<file path="src/rtl/frm_timing_pkg.sv">
package frm_timing_pkg;
  typedef enum logic [0:0] {
    ALIGN_IDLE  = 1'b0,
    ALIGN_WAIT  = 1'b1
  } align_state_e;

  function automatic int unsigned width_of(input int unsigned n);
    return (n < 2) ? 1 : $clog2(n);
  endfunction
endpackage

</file>
<file path="src/rtl/sync_edge_det.sv">
module sync_edge_det (
  input  logic clk,
  input  logic rst_n,
  input  logic sync_in,
  output logic rise
);
  logic sync_q;

  always_ff @(posedge clk) begin
    if (!rst_n) sync_q <= 1'b0;
    else        sync_q <= sync_in;
  end

  assign rise = sync_in & ~sync_q;
endmodule

</file>
<file path="src/rtl/realign_delay.sv">
module realign_delay
  import frm_timing_pkg::*;
#(
  parameter int DLY_W = 12
) (
  input  logic             clk,
  input  logic             rst_n,
  input  logic             rise,
  input  logic             sync_en,
  input  logic [DLY_W-1:0] dly,
  output logic             reload
);
  align_state_e     state_q, state_d;
  logic [DLY_W-1:0] cnt_q, cnt_d;

  always_comb begin
    state_d = state_q;
    cnt_d   = cnt_q;
    reload  = 1'b0;
    if (!sync_en) begin
      state_d = ALIGN_IDLE;
    end else if (rise) begin
      if (dly == '0) begin
        reload  = 1'b1;
        state_d = ALIGN_IDLE;
      end else begin
        state_d = ALIGN_WAIT;
        cnt_d   = dly - DLY_W'(1);
      end
    end else if (state_q == ALIGN_WAIT) begin
      if (cnt_q == '0) begin
        reload  = 1'b1;
        state_d = ALIGN_IDLE;
      end else begin
        cnt_d = cnt_q - DLY_W'(1);
      end
    end
  end

  always_ff @(posedge clk) begin
    if (!rst_n) begin
      state_q <= ALIGN_IDLE;
      cnt_q   <= '0;
    end else begin
      state_q <= state_d;
      cnt_q   <= cnt_d;
    end
  end
endmodule

</file>
<file path="src/rtl/frame_pos_ctr.sv">
module frame_pos_ctr #(
  parameter int ROWS  = 9,
  parameter int COLS  = 270,
  parameter int ROW_W = 4,
  parameter int COL_W = 9
) (
  input  logic             clk,
  input  logic             rst_n,
  input  logic             reload,
  output logic [ROW_W-1:0] row,
  output logic [COL_W-1:0] col
);
  localparam logic [COL_W-1:0] COL_LAST = COL_W'(COLS - 1);
  localparam logic [ROW_W-1:0] ROW_LAST = ROW_W'(ROWS - 1);

  logic col_wrap;
  assign col_wrap = (col == COL_LAST);

  always_ff @(posedge clk) begin
    if (!rst_n) begin
      col <= '0;
    end else if (reload || col_wrap) begin
      col <= '0;
    end else begin
      col <= col + COL_W'(1);
    end
  end

  generate
    if (ROWS > 1) begin : g_rows
      always_ff @(posedge clk) begin
        if (!rst_n || reload) begin
          row <= '0;
        end else if (col_wrap) begin
          row <= (row == ROW_LAST) ? '0 : row + ROW_W'(1);
        end
      end
    end else begin : g_single_row
      always_ff @(posedge clk) begin
        row <= '0;
      end
    end
  endgenerate
endmodule

</file>
<file path="src/rtl/frm_timing_gen.sv">
module frm_timing_gen
  import frm_timing_pkg::*;
#(
  parameter int ROWS  = 9,
  parameter int COLS  = 270,
  parameter int DLY_W = 12,
  parameter int ROW_W = width_of(ROWS),
  parameter int COL_W = width_of(COLS)
) (
  input  logic             clk,
  input  logic             rst_n,
  input  logic             sync_in,
  input  logic             sync_en,
  input  logic [DLY_W-1:0] sync_dly,
  output logic             frame_start,
  output logic [ROW_W-1:0] row,
  output logic [COL_W-1:0] col
);
  logic sync_rise;
  logic reload;

  sync_edge_det i_edge (
    .clk     (clk),
    .rst_n   (rst_n),
    .sync_in (sync_in),
    .rise    (sync_rise)
  );

  realign_delay #(.DLY_W(DLY_W)) i_delay (
    .clk     (clk),
    .rst_n   (rst_n),
    .rise    (sync_rise),
    .sync_en (sync_en),
    .dly     (sync_dly),
    .reload  (reload)
  );

  frame_pos_ctr #(
    .ROWS  (ROWS),
    .COLS  (COLS),
    .ROW_W (ROW_W),
    .COL_W (COL_W)
  ) i_pos (
    .clk    (clk),
    .rst_n  (rst_n),
    .reload (reload),
    .row    (row),
    .col    (col)
  );

  assign frame_start = (row == '0) && (col == '0);
endmodule

</file>
<file path="config.mk">
export PLATFORM = sky130hd
export DESIGN_NAME = frm_timing_gen
export DESIGN_NICKNAME = d
export VERILOG_FILES = /design/src/rtl/frm_timing_pkg.sv /design/src/rtl/sync_edge_det.sv /design/src/rtl/realign_delay.sv /design/src/rtl/frame_pos_ctr.sv /design/src/rtl/frm_timing_gen.sv
export SDC_FILE = /design/constraint.sdc
export NUM_CORES = 1
export LEC_CHECK = 0
export ABC_CLOCK_PERIOD_IN_PS = 5500
export BUFFER_PORTS_ARGS = -buffer_cell sky130_fd_sc_hd__buf_2
export CAP_MARGIN = 20
export CORE_MARGIN = 2
export CORE_UTILIZATION = 39
export CTS_CLUSTER_SIZE = 16
export DETAILED_ROUTE_END_ITERATION = 10
export SLEW_MARGIN = 5
export SYNTH_ARGS = -nofsm -noshare
export SYNTH_HDL_FRONTEND = slang
export SYNTH_SLANG_ARGS = --single-unit
</file>
<file path="constraint.sdc">
create_clock -name clk -period 5.5 [get_ports clk]
set_clock_uncertainty 0.05 [all_clocks]
set_input_delay 0.275 -clock clk [delete_from_list [all_inputs] [get_ports clk]]
set_output_delay 0.275 -clock clk [all_outputs]
set_load 0.01 [all_outputs]
</file>
Word-level counts from Yosys, hierarchy flattened
Index checks and enable logic that the tools add are counted.
Widths: inputs -> output; s select.
- bits in registers: 27
- logic and storage cells: 42
- add/sub/neg operators: 4
- eq/ne operators: 4
- muxes and demuxes: 14
- bitwise gates (word level): 3
- reduce and logical (&&, ||, !) cells: 12
- operator list (cell ; number):
    $mux 12 ; 4
    $logic_not 12->1 ; 2
    $sub 12x1->12 const B ; 2
    $add 9x1->9 const B ; 1
    $eq 9x9->1 const B ; 1
    $logic_not 9->1 ; 1
    $mux 1 ; 9
    $add 4x1->4 const B ; 1
    $eq 4x4->1 const B ; 1
    $logic_not 4->1 ; 1
    $mux 4 ; 1
    $reduce_and 4->1 ; 1
    $logic_or 1x1->1 ; 2
    $ne 2x1->1 const B ; 1
    $ne 2x2->1 const B ; 1
    $not 1->1 ; 2
    $reduce_and 2->1 ; 1
    $reduce_bool 2->1 ; 1
    $reduce_or 2->1 ; 1
    $and 1x1->1 ; 1
    $logic_and 1x1->1 ; 1
    $logic_not 1->1 ; 1

Longest topological paths before layout
- depth in word-level cells: 7
- mapped depth: 11
- gate-level depth less buffers: 9

Modules after synthesis
Synthesis repeated with hierarchy kept, for this count alone.
- cells, all modules: 216
- area total of the unflattened synthesis: 1691.6 µm²
- by module, submodules not included (module ; instances ; cells each ; area an instance (µm²) ; sequential area each (µm²)):
    realign_delay ; 1 ; 136 ; 989.7 ; 260.2
    frame_pos_ctr ; 1 ; 72 ; 631.9 ; 260.2
    sync_edge_det ; 1 ; 3 ; 40.0 ; 20.0
    frm_timing_gen ; 1 ; 5 ; 30.0 ; 0.0

Worst setup path after synthesis
OpenSTA, ideal clock, no wires.
- kind: register to register
- start: register i_edge.sync_q
- end: register i_delay.cnt_q[10]
- arrival: 2.560 ns
- required time: 5.330 ns
- path slack: 2.770 ns
- cell stages (with the launch flop): 12
- path buffers: 3
- cells stage by stage: dfxtp_1 -> nor2b_1 -> buf_2 -> clkbuf_1 -> clkbuf_1 -> mux2i_1 -> ha_1 -> o211ai_1 -> or3_1 -> nor2_1 -> nor3_1 -> o31a_1
- longest elaborated chain between the ends: 4
- elaborated cells on any way between the ends: 7
- those cells by class: eq/ne: 2; mux: 1; bitwise: 2; reduce/logical: 2
- RTL lines (element ; line ; text):
    start: declaration ; sync_edge_det.sv:7 ; logic sync_q;
    start signal: assignment ; sync_edge_det.sv:11 ; else sync_q <= sync_in;
    $not 1->1 (*) ; sync_edge_det.sv:14 ; assign rise = sync_in & ~sync_q;
    $and 1x1->1 (*) ; sync_edge_det.sv:14 ;
    $ne 2x2->1 (no source line), or another cell as far along ; - ;
    $reduce_and 4->1 (no source line) ; - ;
    end signal: assignment ; realign_delay.sv:46 ; cnt_q <= cnt_d;
    end: declaration ; realign_delay.sv:14 ; logic [DLY_W-1:0] cnt_q, cnt_d;
Every way passes the cells marked *; elsewhere a longest branch is shown, timed or not.
A chain may end at the register's enable or synchronous reset.

Worst setup path in the final report
Same ends and word-level chain as after synthesis.

==> metrics.cfg <==
[outcome]
status=finished, final reports clean

[floorplanning]
rows=24
core_sq_um=4290
start_util=0.400
dieWidth_um=70.3
die_area_sq_um=4950
die_h_um=70.3
num_io_pins=30

[synthesis]
synth_seq_cells=27
postSynthAreaPerCell_sq_um=7.87
syn-instance-count=218
synth.net_count=240
async_reset_ff_frac=0
synth_edf_count=0
ys_warn_count=0
syn_area_sq_um=1720
yosysSeqAreaShare=0.315
synthFlopType=dfxtp_1
synth_cell_types=52

[clock_network]
clk_path_buf_depth=2
htree_levels=1
cts.sinks=27
cts_buffers=3
clk_latency_ns=0.28
cts-resized-gates=0
path_clk_slew_ns=0.10
cts_root_buffer=clkbuf_8
cts_tree=built
hold_buffers=0
cts_setup_buffers=0

[route]
ant_nets=0
vias=1634
drcViolationCount=0
dr.pass1.iters=4
vias_per_cell=5.54
wl_mm=4.14
wl_per_cell_um=14.0
drtIter0Drc=113

[timing]
hold_viol_final=0
setup_viol=0
period_minus_slack_ns=2.70
fin_hold_ws_ns=0.183
fin_tns_setup_ns=0
rsz0062_at_grt=false
tightest_slew_ns=0.739
max_slew_margin=0.507
max_freq_mhz=371
timing.final.crit_share=0.491
layout_setup_ws_ns=2.80
drv_slew=0

[min_path]
min_path_type=in2reg

[place]
dp_cells=291
place_ws_ns=2.72
post_dp_cell_area_sq_um=1880
dp_hpwl_mm=3.02
port_buffers=29
gp_congestion=0.867

[global_route]
overflow=0
grt_use_total=0.176
grt_pass1_wl_mm=6.99
grt_max_degree=25
grt_pass1_vias=1498
grt_antenna_before_repair=0

[worst_setup_path]
path_max_fanout=24
end_kind=flop
cp_slowest_stage_delay_ns=0.37
worstSetupStartpointType=flop
crit_type=reg2reg
arrival_ns=2.83
critical_path.cell_chain=nor2b_1 -> buf_4 -> mux2_4 -> inv_1 -> ha_1 -> o211ai_1 -> or3_1 -> nor2_1 -> nor3_1 -> o31a_1
crit_required_ns=5.63
crit_slowest_cell=or3_1
critical_path.top_delay_family=simple AND/OR/NAND/NOR gates
path_buf_inv=2

[pwr]
p_leak_nw=0.774
ir_drop_uv=103
pwr_density_cell_nw_per_um2=232

[cells_and_area]
fin_nets=266
fin_area_sq_um=1930
num_antenna_cells=0
area_delta_synth_final_pct=12.6
layout-drive-gt1-share=0.169
layout.cells.non_filler=295

[flow_run]
maxCapViolCount=0

## path summary, 6_finish.rpt
path                    startpoint           endpoint  slack (ns)  cells past startpoint
setup reg to reg     i_edge.sync_q  i_delay.cnt_q[10]        2.80                     10
hold / removal             sync_in      i_edge.sync_q        0.18                      2
setup / recovery     i_edge.sync_q  i_delay.cnt_q[10]        2.80                     10
hold reg to reg   i_delay.cnt_q[0]   i_delay.cnt_q[0]        0.44                      2
## registers in the layout, summed over array words and instances (netlist names)
name	cells
i_edge.sync_q	1
i_pos.col	9
i_delay.state_q	1
i_pos.row	4
i_delay.cnt_q	12
## layout make-up
cell class | instances | area [sq um]
Sequential cell | 27 | 541
Clock inverter | 1 | 7.51
Fill cell | 447 | 2360
Multi-Input combinational cell | 171 | 1080
Timing Repair Buffer | 30 | 153
Inverter | 11 | 41.3
Clock buffer | 3 | 41.3
Tap cell | 52 | 65.1
## routing by layer
layer | vias to the layer above | global-route usage | part of all wire
li1 | 839 | - | -
met1 | 761 | 0.250 | 0.50
met2 | 29 | 0.269 | 0.44
met3 | 5 | 0.0274 | 0.042
met4 | 0 | 0.0577 | 0.015
met5 | - | 0 | 0
## report_power, final
group / internal [mW] / switching [mW]
logic: 0.0440 / 0.0655
clock network: 0.0517 / 0.0698
registers: 0.205 / 0.0119
## metrics by stage
step	util	power, mW
2_1_floorplan	-	0.300
3_3_place_gp	0.439	0.330
3_5_place_dp	0.439	0.330
4_1_cts	0.450	0.449
5_1_grt	0.450	0.473
6_report	0.450	0.448
## synth_stat cells (3+ instances only)
cell / n / share of area
a31oi_1: 7 / 0.026
nor2_1: 29 / 0.063
nand2b_1: 3 / 0.011
nand4_1: 8 / 0.029
nor3_1: 9 / 0.026
clkbuf_1: 3 / 0.0066
nor4_1: 6 / 0.022
xnor2_1: 3 / 0.015
o2111ai_1: 3 / 0.015
ha_1: 6 / 0.044
nand2_1: 22 / 0.048
o21ai_0: 9 / 0.026
buf_2: 4 / 0.012
dfxtp_1: 27 / 0.31
or3_1: 3 / 0.011
mux2i_1: 6 / 0.035
and2_1: 4 / 0.015
inv_1: 10 / 0.022
xor2_1: 7 / 0.036
nand3_1: 5 / 0.015
a21oi_1: 10 / 0.029
## layout by cell type (no fill, tap or decap), types with 2 or more instances in the layout
cell type  instances
nand3_1            5
a21oi_1           10
or3_1              3
a31oi_1            7
o211ai_1           2
dfxtp_1           27
and3_1             2
inv_1             10
nand2b_1           3
ha_1               6
o21ai_1            2
clkbuf_8           3
xor2_1             7
nor3_1             9
mux2i_1            6
nor4_1             6
o2111ai_1          3
nand4_1            8
nand2_1           22
and2_1             4
buf_2             29
xnor2_1            3
nor2_1            29
o21ai_0            9
## worst register-to-register path: cells and delay by family, from the launching register on
kind                       cells  cell delay (ns)
buffers and inverters          2             0.38
and+or+nand+nor                4             0.74
DFF                            1             0.33
adders and majority gates      1             0.27
AOI/OAI and AO/OA              2             0.46
muxes                          1             0.37
## logic make-up after synthesis
group                      after synthesis  synth area share
AOI/OAI and AO/OA                       46             0.179
xor gates and xnor gates                10            0.0510
adders and majority gates                6            0.0437
buffers and inverters                   20            0.0532
DFF                                     27             0.315
muxes                                    8            0.0517
and+or+nand+nor                        101             0.306
No activity file was read; power rests on OpenSTA's default activity.
